==> src/rtl/lus_pkg.sv <==
package lus_pkg;

    localparam int OPC_W = 6;

    localparam logic [OPC_W-1:0] OPC_NOP     = 6'd0;
    localparam logic [OPC_W-1:0] OPC_ALU_RR  = 6'd1;
    localparam logic [OPC_W-1:0] OPC_ALU_IMM = 6'd2;
    localparam logic [OPC_W-1:0] OPC_LOAD    = 6'd3;
    localparam logic [OPC_W-1:0] OPC_STORE   = 6'd4;

    // Control that travels with an instruction toward EX/MEM/WB.
    typedef struct packed {
        logic imm;
        logic mem_write;
        logic mem_read;
        logic reg_write;
    } ctrl_t;

    localparam int CTRL_W = $bits(ctrl_t);

endpackage

==> src/rtl/lus_decode.sv <==
module lus_decode
    import lus_pkg::*;
#(
    parameter int REG_AW = 5,
    parameter int NUM_SRC = 2,
    localparam int INSTR_W = OPC_W + 3 * REG_AW
) (
    input  logic [INSTR_W-1:0]              instr_i,
    output ctrl_t                           ctrl_o,
    output logic [NUM_SRC-1:0][REG_AW-1:0]  src_o,
    output logic [NUM_SRC-1:0]              src_rd_o,
    output logic [REG_AW-1:0]               dst_o
);
    localparam int OPC_LSB = INSTR_W - OPC_W;
    localparam int SA_LSB  = OPC_LSB - REG_AW;
    localparam int SB_LSB  = SA_LSB - REG_AW;

    logic [OPC_W-1:0]  opc;
    logic [REG_AW-1:0] f_a, f_b, f_d;

    assign opc = instr_i[OPC_LSB +: OPC_W];
    assign f_a = instr_i[SA_LSB +: REG_AW];
    assign f_b = instr_i[SB_LSB +: REG_AW];
    assign f_d = instr_i[0 +: REG_AW];

    always_comb begin
        ctrl_o   = '0;
        dst_o    = '0;
        src_o    = '0;
        src_rd_o = '0;
        src_o[0] = f_a;
        if (NUM_SRC > 1) src_o[NUM_SRC-1] = f_b;
        unique case (opc)
            OPC_ALU_RR: begin
                ctrl_o.reg_write = 1'b1;
                dst_o            = f_d;
                src_rd_o         = '1;
            end
            OPC_ALU_IMM: begin
                ctrl_o.reg_write = 1'b1;
                ctrl_o.imm       = 1'b1;
                dst_o            = f_b;
                src_rd_o[0]      = 1'b1;
            end
            OPC_LOAD: begin
                ctrl_o.reg_write = 1'b1;
                ctrl_o.mem_read  = 1'b1;
                ctrl_o.imm       = 1'b1;
                dst_o            = f_b;
                src_rd_o[0]      = 1'b1;
            end
            OPC_STORE: begin
                ctrl_o.mem_write = 1'b1;
                ctrl_o.imm       = 1'b1;
                src_rd_o         = '1;
            end
            default: begin
                ctrl_o = '0;
            end
        endcase
    end
endmodule

==> src/rtl/lus_detect.sv <==
module lus_detect #(
    parameter int REG_AW = 5,
    parameter int NUM_SRC = 2
) (
    input  logic                            ex_load_i,
    input  logic [REG_AW-1:0]               ex_dst_i,
    input  logic [NUM_SRC-1:0][REG_AW-1:0]  id_src_i,
    input  logic [NUM_SRC-1:0]              id_src_rd_i,
    output logic                            stall_o
);
    logic [NUM_SRC-1:0] hit;
    logic               dst_live;

    assign dst_live = |ex_dst_i;

    for (genvar s = 0; s < NUM_SRC; s++) begin : g_src
        assign hit[s] = id_src_rd_i[s] && (id_src_i[s] == ex_dst_i);
    end

    assign stall_o = ex_load_i && dst_live && (|hit);
endmodule

==> src/rtl/lus_pipe.sv <==
module lus_pipe
    import lus_pkg::*;
#(
    parameter int REG_AW = 5,
    parameter int PC_W = 16,
    localparam int INSTR_W = OPC_W + 3 * REG_AW
) (
    input  logic               clk,
    input  logic               rst_n,
    input  logic [INSTR_W-1:0] fetch_instr_i,
    input  logic               pc_we_i,
    input  logic               ifid_we_i,
    input  logic               bubble_i,
    input  ctrl_t              id_ctrl_i,
    input  logic [REG_AW-1:0]  id_dst_i,
    output logic [PC_W-1:0]    pc_o,
    output logic [INSTR_W-1:0] ifid_o,
    output ctrl_t              ex_ctrl_o,
    output logic [REG_AW-1:0]  ex_dst_o,
    output ctrl_t              mem_ctrl_o
);
    typedef struct packed {
        logic [PC_W-1:0]    pc;
        logic [INSTR_W-1:0] ifid;
        ctrl_t              ex_ctrl;
        logic [REG_AW-1:0]  ex_dst;
        ctrl_t              mem_ctrl;
    } pipe_st_t;

    pipe_st_t st_d, st_q;

    always_comb begin
        st_d = st_q;
        if (pc_we_i)   st_d.pc   = st_q.pc + PC_W'(1);
        if (ifid_we_i) st_d.ifid = fetch_instr_i;
        st_d.ex_ctrl  = bubble_i ? ctrl_t'('0) : id_ctrl_i;
        st_d.ex_dst   = id_dst_i;
        st_d.mem_ctrl = st_q.ex_ctrl;
    end

    always_ff @(posedge clk or negedge rst_n) begin
        if (!rst_n) st_q <= '0;
        else        st_q <= st_d;
    end

    assign pc_o       = st_q.pc;
    assign ifid_o     = st_q.ifid;
    assign ex_ctrl_o  = st_q.ex_ctrl;
    assign ex_dst_o   = st_q.ex_dst;
    assign mem_ctrl_o = st_q.mem_ctrl;


    ifid_hold_chk: assert property (@(posedge clk) disable iff (!rst_n)
        !ifid_we_i |=> $stable(ifid_o));
endmodule

==> src/rtl/load_use_stall_ctrl.sv <==
module load_use_stall_ctrl
    import lus_pkg::*;
#(
    parameter int REG_AW = 5,
    parameter int PC_W = 16,
    localparam int NUM_SRC = 2,
    localparam int INSTR_W = OPC_W + 3 * REG_AW
) (
    input  logic                clk,
    input  logic                rst_n,
    input  logic [INSTR_W-1:0]  fetch_instr_i,
    output logic [PC_W-1:0]     pc_o,
    output logic                pc_we_o,
    output logic                ifid_we_o,
    output logic                bubble_o,
    output logic [CTRL_W-1:0]   ex_ctrl_o,
    output logic [REG_AW-1:0]   ex_dst_o,
    output logic [CTRL_W-1:0]   mem_ctrl_o
);
    logic [INSTR_W-1:0]             ifid;
    ctrl_t                          id_ctrl, ex_ctrl, mem_ctrl;
    logic [NUM_SRC-1:0][REG_AW-1:0] id_src;
    logic [NUM_SRC-1:0]             id_src_rd;
    logic [REG_AW-1:0]              id_dst, ex_dst;
    logic                           stall;

    lus_decode #(.REG_AW(REG_AW), .NUM_SRC(NUM_SRC)) u_dec (
        .instr_i  (ifid),
        .ctrl_o   (id_ctrl),
        .src_o    (id_src),
        .src_rd_o (id_src_rd),
        .dst_o    (id_dst)
    );

    lus_detect #(.REG_AW(REG_AW), .NUM_SRC(NUM_SRC)) u_det (
        .ex_load_i   (ex_ctrl.mem_read),
        .ex_dst_i    (ex_dst),
        .id_src_i    (id_src),
        .id_src_rd_i (id_src_rd),
        .stall_o     (stall)
    );

    lus_pipe #(.REG_AW(REG_AW), .PC_W(PC_W)) u_pipe (
        .clk           (clk),
        .rst_n         (rst_n),
        .fetch_instr_i (fetch_instr_i),
        .pc_we_i       (pc_we_o),
        .ifid_we_i     (ifid_we_o),
        .bubble_i      (bubble_o),
        .id_ctrl_i     (id_ctrl),
        .id_dst_i      (id_dst),
        .pc_o          (pc_o),
        .ifid_o        (ifid),
        .ex_ctrl_o     (ex_ctrl),
        .ex_dst_o      (ex_dst),
        .mem_ctrl_o    (mem_ctrl)
    );

    assign pc_we_o    = !stall;
    assign ifid_we_o  = !stall;
    assign bubble_o   = stall;
    assign ex_ctrl_o  = ex_ctrl;
    assign ex_dst_o   = ex_dst;
    assign mem_ctrl_o = mem_ctrl;


    single_stall_chk: assert property (@(posedge clk) disable iff (!rst_n)
        stall |=> !stall);

    pc_hold_chk: assert property (@(posedge clk) disable iff (!rst_n)
        stall |=> $stable(pc_o));

    ex_bubble_chk: assert property (@(posedge clk) disable iff (!rst_n)
        stall |=> (ex_ctrl_o == '0));

    mem_bubble_chk: assert property (@(posedge clk) disable iff (!rst_n)
        stall |=> ##1 (mem_ctrl_o == '0));

    zero_dst_chk: assert property (@(posedge clk) disable iff (!rst_n)
        (ex_ctrl.mem_read && ex_dst == '0) |-> !stall);

    non_load_chk: assert property (@(posedge clk) disable iff (!rst_n)
        !ex_ctrl.mem_read |-> !stall);
endmodule

==> config.mk <==
export PLATFORM = sky130hd
export DESIGN_NAME = load_use_stall_ctrl
export DESIGN_NICKNAME = d
export VERILOG_FILES = /design/src/rtl/lus_pkg.sv /design/src/rtl/lus_decode.sv /design/src/rtl/lus_detect.sv /design/src/rtl/lus_pipe.sv /design/src/rtl/load_use_stall_ctrl.sv
export SDC_FILE = /design/constraint.sdc
export NUM_CORES = 1
export LEC_CHECK = 0
export CORE_UTILIZATION = 43
export CTS_CLUSTER_SIZE = 16
export DETAILED_ROUTE_END_ITERATION = 10
export PLACE_DENSITY = 0.84
export SETUP_SLACK_MARGIN = 0.15
export SKIP_CTS_REPAIR_TIMING = 1
export SLEW_MARGIN = 20
export SYNTH_ARGS = -nofsm -noshare
export SYNTH_HDL_FRONTEND = slang
export SYNTH_SLANG_ARGS = --single-unit
==> constraint.sdc <==
create_clock -name clk -period 1.8 [get_ports clk]
set_clock_uncertainty 0.05 [all_clocks]
set_input_delay 0.36 -clock clk [delete_from_list [all_inputs] [get_ports clk]]
set_output_delay 0.36 -clock clk [all_outputs]
set_load 0.1 [all_outputs]
==> results by group, run 1 <==
Floorplan
  – Core area: 4750 µm²
  – Initial core utilization: 45.1%
  – # rows: 25
  – Chip height: 72.6 µm
  – Width of the die: 72.6 µm
  – Die ar.: 5270 µm²
  – I/O pin cnt: 55

Cells and area
  – Share of layout cells above drive strength 1: 48.2%
  – Area occupied by multi-input gates: 908 µm²
  – Non-Filler Instances: 318
  – # diodes: 0
  – Seq. cell area: 1290 µm²
  – Filler cells: 289
  – Area Growth Syn to Fin: 66.7%
  – Nets: 274
  – Post-route cell area: 3570 µm²

Clock network
  – CTS tree: yes
  – CTS Buf Count: 5
  – Latest clock arrival within the worst-skew pair: 0.31 ns
  – Clk Tree Root Cell: clkbuf_8
  – Clock slew at reported path FFs: 0.10 ns
  – CTS sink count: 50
  – Max clock buf depth: 2
  – Max H-tree Level: 2

Timing
  – RSZ-0062 raised after global routing: true
  – Fmax: 391 MHz
  – Final Setup Violations: 44
  – Final Max Tran Viols: 0
  – Worst Tran Pin Value: 0.493 ns
  – Final count of hold timing violations: 0
  – Worst setup margin: -0.757 ns
  – Min Tclk post-route: 2.56 ns
  – Final period util: 142%
  – Worst rel slew slack: 67.1%

Power and ir drop
  – Clock power share: 29.2%
  – VDD IR max: 0.000836 V
  – Switching Fraction: 31.9%
  – P_leak: 1.55 nW
  – Switching Power: 0.881 mW
  – Seq pwr share: 46.5%
  – Pwr/cell area: 773 nW/µm²
  – Internal power: 1.88 mW
  – Logic pwr share: 24.2%

Synth
  – Synth top area cells: dfrtp_1, mux2_2, xor2_1, xnor2_1, a22o_1
  – Mapped cell area: 2140 µm²
  – Ys Warns: 0
  – Post-synth EDFFs: 0
  – Most common cell in the netlist: dfrtp_1
  – Most common flop cell mapped by yosys: dfrtp_1
  – Avg Inst Size Synth: 13.1 µm²
  – Most frequent cells after synthesis: dfrtp_1, mux2_2, xor2_1, nor2_1, xnor2_1
  – Synthesis-stage register bit count: 50
  – Gate Count Post-Synth: 164
  – Sequential area share after synthesis: 58.3%
  – Cell accounting for the most synthesized area: dfrtp_1
  – Syn_nets: 188
  – Post-synth top area share: 58.3%
  – Post-synthesis cell type count: 28
  – Asr flop ratio synth: 100%

Drt
  – Routed WL per cell: 17.3 µm
  – DRC: 0
  – Final wirelength: 5510 µm
  – Detailed Routing Iterations Pass 1: 4
  – Vias: 1,613
  – DR iter-0 viols: 98
  – Vias/cell: 5.07
  – Final ANT Viol Nets: 0

Hold path
  – Worst hold path class: reg2reg
  – Hold path start: u_pipe.ex_ctrl_o[2]$_DFF_PN0_

Outcome
  – Outcome: finished, violations left
  – Failing checks: negative setup slack

Placement
  – Placer congestion estimate: 0.824
  – HPWL after DPL: 3450 µm
  – Placed cells: 300
  – Placed cell area: 3270 µm²
  – Port-buffer cells: 54

GRT
  – GRT Util Overall: 19.6%
  – GRT overflow: 0
  – Vias in the first global route: 1,557
  – First-pass GRT wire length: 7710 µm
  – Initial antenna violation count: 0
  – Largest net degree at the start of global routing: 23

Job
  – Maxcap violations: 0

Worst setup path
  – Startpoint Class: flop
  – Critical Path AT: 2.15 ns
  – Worst Setup End Kind: output pin
  – Worst Path Max Fanout: 5
  – Reg2reg start: u_pipe.ex_dst_o[0]$_DFF_PN0_
  – CP startpoint: u_pipe.ex_dst_o[4]$_DFF_PN0_
  – Worst EP required: 1.39 ns
  – Kind of critical path: reg2out
power groups by stage:
| stage | clock network, mW | logic (mW) | registers, mW |
|---|---|---|---|
| 6_report | 0.807 | 0.670 | 1.29 |
| 5_1_grt | 0.858 | 0.689 | 1.30 |
| 4_1_cts | 0.808 | 0.665 | 1.29 |
| 3_5_place_dp | 0 | 0.661 | 1.31 |
| 3_3_place_gp | 0 | 0.651 | 1.30 |
| 2_1_floorplan | 0 | 0.0824 | 1.56 |
worst paths after layout:
kind	to	slack, ns	cells past startpoint
min reg2reg	u_pipe.mem_ctrl_o[2]$_DFF_PN0_	0.40	0
min	u_pipe.mem_ctrl_o[2]$_DFF_PN0_	0.40	0
max	bubble_o	-0.76	7
min in group asynchronous	u_pipe.ifid_o[20]$_DFFE_PN0N_	0.48	2
max reg2reg	u_pipe.pc_o[8]$_DFFE_PN0N_	-0.60	8
max in group asynchronous	u_pipe.ex_dst_o[3]$_DFF_PN0_	0.57	3
area by class of cell:
class                           count  share of cell area (%)
Clock buffer                        6                    2.03
Tap cell                           67                    2.35
Timing Repair Buffer               88                    32.8
Inverter                            2                   0.315
Multi-Input combinational cell    103                    25.4
Clock inverter                      2                    1.05
Sequential cell                    50                    36.1
sequential cells by signal (all words and copies together), names as in the netlist:
name / cells
u_pipe.pc_o: 16
u_pipe.ifid_o: 21
u_pipe.ex_ctrl_o: 4
u_pipe.mem_ctrl_o: 4
u_pipe.ex_dst_o: 5
routing by layer:
metal  part of all wire, %  routed length [µm]  global-route usage, %  vias up
li1                      -                   -                      -      731
met1                    42                2300                   25.3      810
met2                    51                2820                   33.0       58
met3                   4.1                 227                   4.14       14
met4                   2.9                 157                   6.32        0
met5                     0                   0                      0        -
cells by family (layout without fill, tap and decap cells):
logic type	count (synthesis)	count (layout)	synth area share, %
buffers and inverters	11	98	3.33
flip-flops	50	50	58.3
AO/OA/AOI/OAI	8	8	3.27
AND/OR/NAND/NOR	48	48	13.5
adder cells (fa/ha/maj)	1	1	0.583
multiplexers	19	19	9.98
XOR/XNOR	27	27	11.0
worst max-delay path: stages (launching register included):
cell and delay, ns:
dfrtp_4 0.51, xor2_1 0.15, nor4_1 0.30, nand4_1 0.21, a21oi_4 0.25, buf_6 0.14
buf_12 0.11, buf_12 0.16
per-stage QoR:
stage | hold slack, ns | total power, mW | util, % | TNS, ns | setup slack (ns)
after floorplan | 0.0144 | 1.65 | - | -17.04 | -1.00
after global placement | 0.287 | 1.95 | 68.8 | -8.19 | -0.309
after detailed placement | 0.300 | 1.97 | 68.8 | -10.14 | -0.375
after CTS | -0.0379 | 2.76 | 71.2 | -13.05 | -0.751
after global routing | 0.413 | 2.84 | 75.2 | -23.81 | -0.893
final | 0.397 | 2.76 | 75.2 | -18.35 | -0.757
layout by cell type, fill, tap and decap left out, types with 7 or more instances in the layout:
master | netlist | layout
buf_12 | 0 | 34
buf_4 | 5 | 27
clkdlybuf4s50_1 | 0 | 21
dfrtp_1 | 50 | 35
dfrtp_2 | 0 | 7
dfrtp_4 | 0 | 8
mux2_2 | 19 | 17
xnor2_1 | 8 | 8
xor2_1 | 19 | 19
Power figures use the tool's default switching activity.
==> run 2, diff against run 1 <==
Settings changed: CORE_MARGIN from default to 8.
==> run 2 against run 1 <==
Against the previous run: the flow still finishes with violations (negative setup slack); setup slack better by 0.020 ns; largest cell class unchanged; highest routed layer unchanged; fmax is 0.78% higher; critical path depth is 1 lower; critical path type unchanged; final cell count is 2.5% higher; sequential share of layout area is 1.4 points lower; combinational power is 1% higher; flip-flop and latch count stayed put; core utilization is 3.0 points higher.
==> results by group, run 2 (same netlist as run 1, synthesis figures left out) <==
Power and ir drop
  – Switching Power: 0.873 mW
  – Switching Fraction: 32.9%
  – Power Total: 2.66 mW
  – Pwr/cell area: 714 nW/µm²
  – Clock power share: 25.7%
  – P_leak: 1.61 nW
  – Internal power: 1.78 mW
  – Logic pwr share: 25.6%
  – Seq pwr share: 48.7%
  – VDD IR max: 0.000695 V

GRT
  – M1 GR Usage: 14.7%
  – Global-route met3 utilization: 4.16%
  – GRT Util Overall: 13.8%
  – Vias in the first global route: 1,665
  – First-pass GRT wire length: 8070 µm
  – Largest net degree at the start of global routing: 51
  – GRT overflow: 0
  – Initial antenna violation count: 0
  – Met2 Use GR: 24.0%
  – Gr busiest metal: met2

Floorplan
  – I/O pin cnt: 55
  – # rows: 25
  – Die ar.: 7500 µm²
  – Core area: 4750 µm²
  – Initial core utilization: 45.1%
  – Width of the die: 86.6 µm
  – Chip height: 86.6 µm

Clock network
  – CTS Buf Count: 5
  – Clk Tree Root Cell: clkbuf_8
  – Max H-tree Level: 2
  – CTS sink count: 50
  – Latest clock arrival within the worst-skew pair: 0.30 ns
  – Clock slew at reported path FFs: 0.09 ns
  – Max clock buf depth: 2
  – CTS tree: yes

Job
  – Maxcap violations: 0

Placement
  – Placer congestion estimate: 0.868
  – Placed cell area: 3270 µm²
  – HPWL after DPL: 3890 µm
  – Port-buffer cells: 54

Timing
  – Final Setup Violations: 44
  – Final count of hold timing violations: 0
  – Worst rel slew slack: 68.4%
  – Final Max Tran Viols: 0
  – Worst setup margin: -0.738 ns
  – RSZ-0062 raised after global routing: true
  – Min Tclk post-route: 2.54 ns
  – Final period util: 141%
  – Worst Tran Pin Value: 0.473 ns
  – Fmax: 394 MHz

Cells and area
  – Nets: 282
  – Post-route cell area: 3720 µm²
  – Highest-count cells in the layout ignoring fill and taps: dfrtp_1, buf_12, buf_4, clkdlybuf4s50_1, xor2_1
  – Share of layout cells above drive strength 1: 52.9%
  – Max FFs per register: 21
  – Final Util: 78.2%
  – Commonest non-fill, non-tap cell in the layout: dfrtp_1
  – # diodes: 0
  – Area Growth Syn to Fin: 73.4%

Hold path
  – Hold EP: u_pipe.mem_ctrl_o[0]$_DFF_PN0_
  – Hold Path Stages: 0
  – Hold path start: u_pipe.ex_ctrl_o[0]$_DFF_PN0_
  – Worst hold path class: reg2reg

Worst setup path
  – Kind of critical path: reg2out
  – Reg2Reg Setup Slack: -0.55 ns
  – Worst flop-to-flop path endpoint: u_pipe.ifid_o[6]$_DFFE_PN0N_
  – Worst Path Max Fanout: 4
  – CP Cell Sequence: xor2_1 -> nor4_1 -> nand4_1 -> a21oi_4 -> clkinvlp_4 -> buf_12
  – Worst EP required: 1.39 ns
  – Critical path's largest stage delay: 0.52 ns
  – Startpoint Class: flop
  – Worst reg2reg path depth: 9
  – Reg2reg start: u_pipe.ex_dst_o[1]$_DFF_PN0_
  – CP max stage cell: dfrtp_4
  – Critical path buffers and inverters: 2
  – Worst Setup End Kind: output pin
  – Cell family with most CP delay: flip-flops
  – Critical Path AT: 2.13 ns

Drt
  – Vias: 1,691
  – Final ANT Viol Nets: 0
  – DRC: 0
  – Vias/cell: 5.19
  – DR iter-0 viols: 38
  – Routed WL per cell: 19.4 µm
  – Detailed Routing Iterations Pass 1: 4
  – Final wirelength: 6330 µm

Outcome
  – Failing checks: negative setup slack
  – Outcome: finished, violations left
[run 2: worst max path at each step]
stage,start,endpoint,cells after the start
detailed placement,u_pipe.ex_dst_o[1]$_DFF_PN0_,bubble_o,6
finish,u_pipe.ex_dst_o[1]$_DFF_PN0_,pc_we_o,6
global route,u_pipe.ex_dst_o[4]$_DFF_PN0_,ifid_we_o,6
CTS,u_pipe.ex_dst_o[1]$_DFF_PN0_,bubble_o,6
floorplan,u_pipe.ex_dst_o[2]$_DFF_PN0_,pc_we_o,7
global placement,u_pipe.ex_dst_o[2]$_DFF_PN0_,bubble_o,6
[run 2: layout make-up]
type                    count  area, µm²
repair buffers             96       1240
clock buffers               6       82.6
inverters                   2       11.3
multi-input cells         103        996
fillers                   258       1040
flip-flops and latches     50       1290
clock inverters             2       12.5
well taps                  67       83.8
[run 2: routing by layer]
metal / up-vias / share of wire (%) / wire length, µm
met2: 71 / 53 / 3380
met4: 0 / 4.0 / 251
met1: 852 / 38 / 2390
met5: - / 0 / 0
li1: 741 / - / -
met3: 27 / 5.0 / 319
[run 2: worst reg2reg max path, stage by stage (launching register included)]
cell	delay [ns]
dfrtp_4	0.52
xor2_1	0.16
nor4_1	0.27
nand4_1	0.19
a21oi_4	0.27
buf_12	0.16
buf_4	0.11
buf_6	0.08
buf_6	0.12
mux2_4	0.31
[run 2: per-stage QoR]
stage                     instances  setup slack (ns)  TNS, ns  hold slack (ns)
final                           326            -0.738   -18.26            0.389
after global routing            326            -0.883   -23.74            0.418
after CTS                       306            -0.735   -13.47          -0.0141
after detailed placement        298            -0.398   -11.80            0.318
after global placement          298            -0.301    -7.52            0.312
after floorplan                 164             -1.00   -17.04           0.0144
[run 2: power groups by stage]
stage	clock network [mW]	logic [mW]	registers (mW)
floorplan	0	0.0824	1.56
finish	0.683	0.679	1.29
detailed placement	0	0.665	1.31
global route	0.740	0.699	1.30
CTS	0.685	0.666	1.29
global placement	0	0.657	1.30
==> run 3, diff against run 2 <==
Settings changed: CORE_ASPECT_RATIO from default to 0.6, CORE_MARGIN 8 to default, CORE_UTILIZATION 43 to 44, PLACE_DENSITY 0.84 to 0.85, SYNTH_HIERARCHICAL from default to 1.
==> run 3 against run 2 <==
Against the previous run: the flow still finishes with violations (negative setup slack); register-to-register slack got worse by 0.35 ns; final area fell by 0.91%; non-clock buffer count fell by 1; clock power rose by 1%; fmax fell by 6.1%; critical path type unchanged; critical endpoint is now ifid_we_o.
==> results by group, run 3 <==
Synth
  – Cell accounting for the most synthesized area: dfrtp_1
  – Most common flop cell mapped by yosys: dfrtp_1
  – Synthesis-stage register bit count: 50
  – Gate Count Post-Synth: 184
  – Mapped cell area: 2310 µm²
  – Avg Inst Size Synth: 12.5 µm²
  – Sequential area share after synthesis: 54.2%
  – Synth top area cells: dfrtp_1, mux2_2, xor2_1, buf_4, nand4_4
  – Most common cell in the netlist: dfrtp_1
  – Post-synthesis cell type count: 29
  – Post-synth EDFFs: 0
  – Ys Warns: 6
  – Asr flop ratio synth: 100%
  – Syn_nets: 208
  – Post-synth top area share: 54.2%
  – Most frequent cells after synthesis: dfrtp_1, mux2_2, xor2_1, buf_4, nand2_1

Worst setup path
  – Worst flop-to-flop path endpoint: u_pipe/pc_o[13]$_DFFE_PN0P_
  – CP Cell Sequence: or4_4 -> o22ai_4 -> nand3_2 -> a21oi_4 -> clkinvlp_4 -> buf_12 -> buf_12
  – Critical path buffers and inverters: 3
  – Worst reg2reg path depth: 11
  – Worst Path Max Fanout: 6
  – Reg2reg start: u_pipe/ifid_o[19]$_DFFE_PN0P_
  – Worst EP required: 1.39 ns
  – Reg2Reg Setup Slack: -0.90 ns
  – Cell family with most CP delay: simple AND/OR/NAND/NOR gates
  – CP max stage cell: or4_4
  – Stages on the worst setup path: 7
  – Most frequent CP cell: buf_12
  – Startpoint Class: flop
  – Critical path's largest stage delay: 0.55 ns
  – Critical Path AT: 2.29 ns
  – Kind of critical path: reg2out
  – Worst Setup End Kind: output pin

GRT
  – GRT overflow: 0
  – Initial antenna violation count: 0
  – Largest net degree at the start of global routing: 51
  – First-pass GRT wire length: 8500 µm
  – Vias in the first global route: 1,683
  – GRT Util Overall: 21.3%

Power and ir drop
  – Clock power share: 25.7%
  – Switching Power: 0.917 mW
  – Pwr/cell area: 733 nW/µm²
  – Logic pwr share: 27.1%
  – Power Total: 2.70 mW
  – P_leak: 1.68 nW
  – Seq pwr share: 47.2%
  – Internal power: 1.78 mW
  – Switching Fraction: 33.9%
  – VDD IR max: 0.000526 V

Drt
  – DR iter-0 viols: 93
  – Final ANT Viol Nets: 0
  – Detailed Routing Iterations Pass 1: 4
  – Routed WL per cell: 18.4 µm
  – DRC: 0
  – Final wirelength: 6060 µm
  – Vias/cell: 5.20
  – Vias: 1,716

Hold path
  – Hold EP: u_pipe/mem_ctrl_o[0]$_DFF_PN0_
  – Worst hold path class: reg2reg
  – Hold path start: u_pipe/ex_ctrl_o[0]$_DFF_PN0_
  – Hold Path Stages: 0

Clock network
  – Max clock buf depth: 2
  – Max H-tree Level: 2
  – Clk Tree Root Cell: clkbuf_8
  – Clock slew at reported path FFs: 0.09 ns
  – CTS sink count: 50
  – CTS tree: yes
  – Latest clock arrival within the worst-skew pair: 0.32 ns
  – CTS Buf Count: 5

Placement
  – Port-buffer cells: 54
  – Pre-CTS WS: -0.567 ns
  – HPWL after DPL: 4090 µm
  – Placer congestion estimate: 0.773

Timing
  – Final count of hold timing violations: 0
  – Fmax: 370 MHz
  – Min Tclk post-route: 2.70 ns
  – Worst setup margin: -0.904 ns
  – Final Setup Violations: 44
  – RSZ-0062 raised after global routing: true
  – Worst Tran Pin Value: 0.472 ns
  – Final Max Tran Viols: 0
  – Final period util: 150%
  – Worst rel slew slack: 68.4%

Outcome
  – Outcome: finished, violations left
  – Failing checks: negative setup slack

Cells and area
  – Max FFs per register: 21
  – Area Growth Syn to Fin: 59.7%
  – Nets: 290
  – Commonest non-fill, non-tap cell in the layout: dfrtp_1
  – # diodes: 0
  – Highest-count cells in the layout ignoring fill and taps: dfrtp_1, buf_12, buf_4, clkdlybuf4s50_1, mux2_2
  – Share of layout cells above drive strength 1: 49.8%

Floorplan
  – I/O pin cnt: 55
  – Chip height: 58.1 µm
  – Width of the die: 95.5 µm
  – # rows: 19
  – Die ar.: 5550 µm²
  – Core area: 4800 µm²
  – Initial core utilization: 48.0%

Job
  – Maxcap violations: 0
-- run 3: changes by cell type in the layout (fill, tap and decap cells not counted), sizes merged, moves of 4 or more --
cell	previous run	this run
nand2	6	11
a21oi	2	7
nor4	3	7
a22o	5	0
nand3b	1	5
-- run 3: routing by layer --
layer | vias to the layer above | wire length (µm) | global-route usage [%] | share of wire [%]
met2 | 51 | 2910 | 32.0 | 48
met3 | 12 | 308 | 4.46 | 5.1
li1 | 788 | - | - | -
met1 | 865 | 2720 | 30.1 | 45
met5 | - | 0 | 0 | 0
met4 | 0 | 127 | 8.96 | 2.1
-- run 3: cell type report --
class                      count  area, µm²
sequential                    50       1260
timing repair buffer          95       1210
fill                         264       1120
multi-input combinational    111       1030
clock buffer                   6       82.6
tap                           63       78.8
inverter                       3       15.0
clock inverter                 2       12.5
-- run 3: worst max path at each step --
| stage | start | to | slack, ns |
|---|---|---|---|
| 2_1_floorplan | u_pipe/ifid_o[18]$_DFFE_PN0P_ | u_pipe/ifid_o[0]$_DFFE_PN0P_ | -1.85 |
| 3_3_place_gp | u_pipe/ifid_o[18]$_DFFE_PN0P_ | u_pipe/ifid_o[16]$_DFFE_PN0P_ | -0.50 |
| 3_5_place_dp | u_pipe/ifid_o[19]$_DFFE_PN0P_ | u_pipe/ifid_o[17]$_DFFE_PN0P_ | -0.57 |
| 4_1_cts | u_pipe/ifid_o[19]$_DFFE_PN0P_ | ifid_we_o | -0.88 |
| 5_1_grt | u_pipe/ifid_o[19]$_DFFE_PN0P_ | pc_we_o | -0.99 |
| 6_report | u_pipe/ifid_o[19]$_DFFE_PN0P_ | ifid_we_o | -0.90 |
-- run 3: through the flow --
step | area, µm² | hold WS, ns | cells | setup TNS [ns] | utilization, %
finish | 3680 | 0.409 | 330 | -28.50 | 76.7
global route | 3680 | 0.414 | 330 | -32.18 | 76.7
CTS | 3500 | -0.0202 | 319 | -21.55 | 73.0
detailed placement | 3410 | 0.319 | 311 | -19.44 | 71.0
global placement | 3410 | 0.314 | 311 | -17.24 | 71.0
floorplan | 2390 | 0.0144 | 184 | -72.52 | -
-- run 3: cells by family after synthesis --
family	count (synthesis)	share of synthesized area (%)
AND/OR/NAND/NOR	53	15.7
flip-flops	50	54.2
XOR/XNOR	24	9.11
buffers and inverters	23	6.51
multiplexers	22	10.7
AO/OA/AOI/OAI	11	3.20
adder cells (fa/ha/maj)	1	0.542
-- run 3: power groups by stage --
| stage | sequential, mW | clock, mW | combinational (mW) |
|---|---|---|---|
| 6_report | 1.27 | 0.693 | 0.733 |
| 5_1_grt | 1.28 | 0.744 | 0.759 |
| 4_1_cts | 1.27 | 0.705 | 0.707 |
| 3_5_place_dp | 1.29 | 0 | 0.704 |
| 3_3_place_gp | 1.29 | 0 | 0.693 |
| 2_1_floorplan | 1.54 | 0 | 0.140 |
